==> src/rtl/agu_pkg.sv <==
// Package: shared widths and the access-size encoding for the address generator.
// Assumes: byte-addressed memory, access sizes of 1, 2 or 4 bytes.
package agu_pkg;
    localparam int unsigned ADDR_W  = 32;
    localparam int unsigned SCALE_W = 2;
    localparam int unsigned SIZE_W  = 2;

    typedef enum logic [SIZE_W-1:0] {
        ACC_BYTE  = 2'd0,
        ACC_HALF  = 2'd1,
        ACC_WORD  = 2'd2,
        ACC_WORD2 = 2'd3
    } acc_size_e;
endpackage

==> src/rtl/agu_disp_ext.sv <==
// Module: displacement term former.
// Selects a sign-extended narrow field or the full-width immediate and zeroes
// the term when the displacement is disabled.
// Assumes: NARROW_W < AW.
module agu_disp_ext #(
    parameter int unsigned AW       = 32,
    parameter int unsigned NARROW_W = 8
) (
    input  logic [AW-1:0] disp_raw,
    input  logic          wide,
    input  logic          en,
    output logic [AW-1:0] term
);
    localparam int unsigned PAD_W = AW - NARROW_W;

    logic [AW-1:0] narrow_ext;

    // Sign-extend the low field to the full address width.
    always_comb narrow_ext = {{PAD_W{disp_raw[NARROW_W-1]}}, disp_raw[NARROW_W-1:0]};

    // Pick the encoding and apply the enable.
    always_comb begin
        if (!en)       term = '0;
        else if (wide) term = disp_raw;
        else           term = narrow_ext;
    end
endmodule

==> src/rtl/agu_index_scale.sv <==
// Module: scaled index term.
// Builds every shifted copy of the index and selects one with the scale code.
// Forces the term to zero when the index is disabled.
// Assumes: the scale code spans all 2**SW shift amounts.
module agu_index_scale #(
    parameter int unsigned AW = 32,
    parameter int unsigned SW = 2
) (
    input  logic [AW-1:0] index,
    input  logic [SW-1:0] scale,
    input  logic          en,
    output logic [AW-1:0] term
);
    localparam int unsigned NSHIFT = 1 << SW;

    logic [AW-1:0] shifted [NSHIFT];

    for (genvar g = 0; g < NSHIFT; g++) begin : g_shift
        // One fixed left shift per scale code.
        always_comb shifted[g] = index << g;
    end

    // Select the shifted copy and gate it with the enable.
    always_comb term = en ? shifted[scale] : '0;
endmodule

==> src/rtl/agu_align_chk.sv <==
// Module: alignment checker.
// Flags an address whose low bits are not zero for the given access size.
// Assumes: size code 3 behaves as a word access.
module agu_align_chk
    import agu_pkg::*;
#(
    parameter int unsigned AW = 32
) (
    input  logic [AW-1:0]     ea,
    input  logic [SIZE_W-1:0] size,
    input  logic              check_en,
    output logic              misalign
);
    logic [1:0] low_mask;

    // Map the size code to the mask of low address bits that must be zero.
    always_comb begin
        case (acc_size_e'(size))
            ACC_BYTE: low_mask = 2'b00;
            ACC_HALF: low_mask = 2'b01;
            default:  low_mask = 2'b11;
        endcase
    end

    // Raise the flag only when a memory access is being issued.
    always_comb misalign = check_en && ((ea[1:0] & low_mask) != 2'b00);
endmodule

==> src/rtl/addr_gen_top.sv <==
// Module: scaled index address generator, top level.
// Adds base, scaled index and displacement modulo 2**AW. Routes the address to a
// memory request or to an address-only result, and flags misalignment.
// Assumes: decode has already chosen the enables; REG_OUT=1 adds one output register.
module addr_gen_top
    import agu_pkg::*;
#(
    parameter int unsigned AW      = ADDR_W,
    parameter int unsigned SW      = SCALE_W,
    parameter int unsigned DISP_NW = 8,
    parameter bit          REG_OUT = 1'b1
) (
    input  logic              clk,
    input  logic              rst_n,
    input  logic              valid_i,
    input  logic [AW-1:0]     base_i,
    input  logic [AW-1:0]     index_i,
    input  logic              index_en_i,
    input  logic [SW-1:0]     scale_i,
    input  logic [AW-1:0]     disp_i,
    input  logic              disp_wide_i,
    input  logic              disp_en_i,
    input  logic              addr_only_i,
    input  logic [SIZE_W-1:0] size_i,
    output logic [AW-1:0]     ea_o,
    output logic              mem_req_o,
    output logic              wb_o,
    output logic [AW-1:0]     result_o,
    output logic              misalign_o
);
    logic [AW-1:0] index_term;
    logic [AW-1:0] disp_term;
    logic [AW-1:0] ea_c;
    logic [AW-1:0] result_c;
    logic          mem_req_c;
    logic          wb_c;
    logic          misalign_c;

    agu_index_scale #(.AW(AW), .SW(SW)) u_idx (
        .index (index_i),
        .scale (scale_i),
        .en    (index_en_i),
        .term  (index_term)
    );

    agu_disp_ext #(.AW(AW), .NARROW_W(DISP_NW)) u_disp (
        .disp_raw (disp_i),
        .wide     (disp_wide_i),
        .en       (disp_en_i),
        .term     (disp_term)
    );

    // Three-operand sum; the carry out of the top bit is dropped.
    always_comb ea_c = base_i + index_term + disp_term;

    // Steer the request to the memory path or to the address-only result path.
    always_comb begin
        mem_req_c = valid_i && !addr_only_i;
        wb_c      = valid_i && addr_only_i;
        result_c  = wb_c ? ea_c : '0;
    end

    agu_align_chk #(.AW(AW)) u_align (
        .ea       (ea_c),
        .size     (size_i),
        .check_en (mem_req_c),
        .misalign (misalign_c)
    );

    if (REG_OUT) begin : g_reg
        // Output register with synchronous active-low clear.
        always_ff @(posedge clk) begin
            if (!rst_n) begin
                ea_o       <= '0;
                mem_req_o  <= 1'b0;
                wb_o       <= 1'b0;
                result_o   <= '0;
                misalign_o <= 1'b0;
            end else begin
                ea_o       <= ea_c;
                mem_req_o  <= mem_req_c;
                wb_o       <= wb_c;
                result_o   <= result_c;
                misalign_o <= misalign_c;
            end
        end

        // registered address matches the previous cycle's operands.
        a_r1_registered_sum: assert property (@(posedge clk) disable iff (!rst_n)
            $past(rst_n) |-> ea_o == $past(base_i + index_term + disp_term));
        // the cycle after reset is held, the outputs are cleared.
        a_r9_reset_clears: assert property (@(posedge clk)
            $past(rst_n) == 1'b0 && $past(valid_i) |-> !mem_req_o && !wb_o && ea_o == '0);
    end else begin : g_comb
        // Pass-through when no output register is wanted.
        always_comb begin
            ea_o       = ea_c;
            mem_req_o  = mem_req_c;
            wb_o       = wb_c;
            result_o   = result_c;
            misalign_o = misalign_c;
        end
    end

    // a disabled index contributes nothing.
    a_r3_index_off_zero: assert property (@(posedge clk) disable iff (!rst_n)
        !index_en_i |-> index_term == '0);
    // the largest scale leaves the low three bits of the index term clear.
    a_r2_scale8_low_zero: assert property (@(posedge clk) disable iff (!rst_n)
        index_en_i && scale_i == 2'd3 |-> index_term[2:0] == 3'b000);
    // a narrow displacement fills the upper bits with its sign bit.
    a_r4_narrow_sign: assert property (@(posedge clk) disable iff (!rst_n)
        disp_en_i && !disp_wide_i |-> disp_term[AW-1:DISP_NW] == {(AW-DISP_NW){disp_i[DISP_NW-1]}});
    // a disabled displacement contributes nothing.
    a_r5_disp_off_zero: assert property (@(posedge clk) disable iff (!rst_n)
        !disp_en_i |-> disp_term == '0);
    // the two strobes never assert together.
    a_r6_strobes_exclusive: assert property (@(posedge clk) disable iff (!rst_n)
        $onehot0({mem_req_o, wb_o}));
    // the misalignment flag only accompanies a memory request.
    a_r8_flag_with_req: assert property (@(posedge clk) disable iff (!rst_n)
        misalign_o |-> mem_req_o);
endmodule

==> config.mk <==
export PLATFORM = sky130hd
export DESIGN_NAME = addr_gen_top
export DESIGN_NICKNAME = d
export VERILOG_FILES = /design/src/rtl/agu_pkg.sv /design/src/rtl/agu_disp_ext.sv /design/src/rtl/agu_index_scale.sv /design/src/rtl/agu_align_chk.sv /design/src/rtl/addr_gen_top.sv
export SDC_FILE = /design/constraint.sdc
export NUM_CORES = 1
export LEC_CHECK = 0
export BUFFER_PORTS_ARGS = -buffer_cell sky130_fd_sc_hd__buf_2
export CAP_MARGIN = 20
export CORE_MARGIN = 3
export CORE_UTILIZATION = 52
export CTS_CLUSTER_SIZE = 16
export DETAILED_ROUTE_END_ITERATION = 8
export PLACE_DENSITY = 0.94
export SKIP_CTS_REPAIR_TIMING = 1
export SLEW_MARGIN = 20
export SYNTH_ARGS = -nofsm -noshare
export SYNTH_HDL_FRONTEND = slang
export SYNTH_SLANG_ARGS = --single-unit
==> constraint.sdc <==
create_clock -name clk -period 6.2 [get_ports clk]
set_clock_uncertainty 0.05 [all_clocks]
set_input_delay 1.24 -clock clk [delete_from_list [all_inputs] [get_ports clk]]
set_output_delay 1.24 -clock clk [all_outputs]
set_load 0.005 [all_outputs]
==> run metrics <==
PwrDens=252.8 mW/mm2; share of cells above drive strength 1=30.15%; routed len/inst=16.48 um; clk root buf=clkbuf_8; Die Width=107.5 um; Fillers=838; Place WS=0.9655 ns; H-tree depth=3; final setup fails=0; initial antenna violation count=0; Worst-path clk slew=0.07 ns; Via density=5.577; GRT Util Overall=25.32%; CTS tree=yes; Die Ht=107.5 um; CTS max path bufs=2; Initial Util=54.03%; status=completed; final WL=14450 um; Syn Inst Count=583; Synth Warn #=0; Inst Count DP=860; Finished Layout Cells=877; Setup CP Type=primary input to flip-flop; Fin. Hold Viols=0; RSZ-0062 raised after global routing=no; syn nets=752; core area=0.009910 mm2; DR pass1 iterations=5; grt total ovfl=0; distinct cell type count after synthesis=46; Slew @ Worst Pin=0.8057 ns; Yosys reg bits=67; nets@finish=907; setup ws final=1.141 ns; Hold WC Path Type=primary input to flip-flop; Worst EP required=6.34 ns; Final Cycle Share=81.59%; Routability Congestion=0.8978; CP endpoint=result_o[29]; worst path arrival time=5.20 ns; critical path launch point type=primary input; PortBufs=173; Max Slew Vio Count=0; Critical Path Source=scale_i[0]; sequential-to-total area share from yosys stat=25.05%; post-route antenna net violation count=0; FMAX=197.7 MHz; Pleak=0.003094 uW; 1st-iter DRT viols=300; Clock Sinks=67; die area=0.01155 mm2; DP HPWL=11950 um; Syn-to-layout area delta=21.06%; setup_tns=0 ns; Worst slew margin=46.13%; Syn Std Cell Area=0.005354 mm2; vias in the first global route=4672; Residual DRC=0; total CTS buffers=9; # Max-Cap Violations=0; Register Area=0.001341 mm2; vias post-DR=4891; Crit. End Element=flip-flop; Tmin final=5.059 ns; Multi-input gate area=0.003824 mm2; worst vdd ir=0.1422 mV; Site Rows=36; IO Pins=174; mean area per synthesized cell=9.183 um2; first-pass GRT wire length=23090 um; largest net degree at the start of global routing=33; worst-path maximum fanout=26
## state kept, by name, summed over array words and instances, names as in the netlist
register	count
ea_o	32
mem_req_o	1
misalign_o	1
result_o	32
wb_o	1
## how the worst min path moves through the flow
stage,start,depth (start not counted),to,slack (ns)
final,addr_only_i,2,mem_req_o,1.04
after global routing,addr_only_i,2,mem_req_o,1.04
after CTS,addr_only_i,2,mem_req_o,1.02
after detailed placement,addr_only_i,2,mem_req_o,1.38
after global placement,addr_only_i,2,mem_req_o,1.38
after floorplan,addr_only_i,1,mem_req_o,1.26
## layout make-up
type	instances	area share, %
multi-input cells	467	59.00
flip-flops and latches	67	20.70
repair buffers	174	13.47
well taps	133	2.568
clock buffers	10	2.124
inverters	19	1.100
clock inverters	6	1.004
diodes	1	0.03861
## critical path: stages
cell and delay [ns]:
buf_2 0.54, buf_4 0.31, mux4_2 0.51, and2_1 0.18
fa_1 0.45, ha_1 0.41, nand2_1 0.16, nor2_1 0.27
a21oi_1 0.13, a2111oi_0 0.59, nor3_1 0.14, xor2_1 0.20
nor2_1 0.05
## cells in the mapped netlist, drive strengths merged
| cell | n | area (um2) |
|---|---|---|
| a21boi | 27 | 202.7 |
| fa | 32 | 640.6 |
| and2 | 59 | 369.1 |
| or3 | 1 | 6.260 |
| mux4 | 27 | 608.1 |
| a2111oi | 1 | 8.760 |
| nor4bb | 1 | 10.01 |
| and3 | 3 | 20.02 |
| o21ai | 19 | 95.09 |
| xnor2 | 12 | 105.1 |
| nand2 | 63 | 236.5 |
| nor3 | 13 | 65.06 |
| o31ai | 1 | 7.510 |
| o21bai | 6 | 45.04 |
| nand4 | 7 | 43.79 |
| buf | 6 | 27.53 |
| clkbuf | 24 | 90.09 |
| a41oi | 3 | 26.28 |
| o21a | 2 | 22.52 |
| a211o | 1 | 8.760 |
| ha | 30 | 375.4 |
| xor2 | 15 | 131.4 |
| o211ai | 6 | 45.04 |
| a31oi | 5 | 31.28 |
| dfxtp | 67 | 1341 |
| nor2b | 2 | 12.51 |
| a311oi | 2 | 23.77 |
| mux2i | 5 | 50.05 |
| and3b | 2 | 17.52 |
| nor2 | 57 | 221.5 |
| nor3b | 1 | 7.510 |
| nand2b | 7 | 43.79 |
| nand3 | 10 | 50.05 |
| a21o | 8 | 60.06 |
| inv | 18 | 67.56 |
| a211oi | 4 | 30.03 |
| mux2 | 1 | 11.26 |
| a221oi | 2 | 30.03 |
| clkinv | 1 | 3.750 |
| nor4 | 1 | 6.260 |
| a21oi | 31 | 155.2 |
## power breakdown
group	internal [uW]	total, uW	switching (uW)
logic	323	760	437
registers	503	520	17.3
clock network	196	359	162
## stage by stage
step                      hold WS (ns)  cell area, um2  util [%]  power [uW]
after floorplan                  1.262            5354         -        1031
after global placement           1.383            6276     63.33        1257
after detailed placement         1.385            6276     63.33        1276
after CTS                        1.019            6479     65.38        1637
after global routing             1.036            6479     65.38        1748
final                            1.036            6481     65.40        1638
## metal layers
metal	GRT usage, %	routed length, um	up-vias
met4	8.837	398	0
li1	-	-	2352
met2	40.97	6631	253
met1	34.91	6360	2254
met3	3.599	1058	32
met5	0	0	-
## placed cells by master (no fill, tap or decap), types with 8 or more instances in the layout
cell type / synthesis / routed
buf_2: 4 / 173
a21boi_0: 27 / 27
fa_1: 32 / 32
a21o_1: 8 / 8
nor3_1: 13 / 13
nand3_1: 10 / 10
ha_1: 30 / 30
a21oi_1: 31 / 31
xnor2_1: 12 / 12
nand2_1: 63 / 63
xor2_1: 15 / 15
mux4_2: 27 / 27
and2_1: 59 / 59
o21ai_0: 19 / 19
nor2_1: 56 / 56
inv_1: 18 / 18
clkbuf_8: 0 / 10
dfxtp_1: 67 / 67
## logic make-up after synthesis
kind of cell / count (synthesis) / share of synthesized area, %
xor+xnor: 27 / 4.417
mux: 33 / 12.50
simple gates: 227 / 20.73
fa+ha+maj: 62 / 18.98
buf+inv: 49 / 3.529
flops: 67 / 25.05
compound gates: 118 / 14.79
No activity file was read; power rests on OpenSTA's default activity.
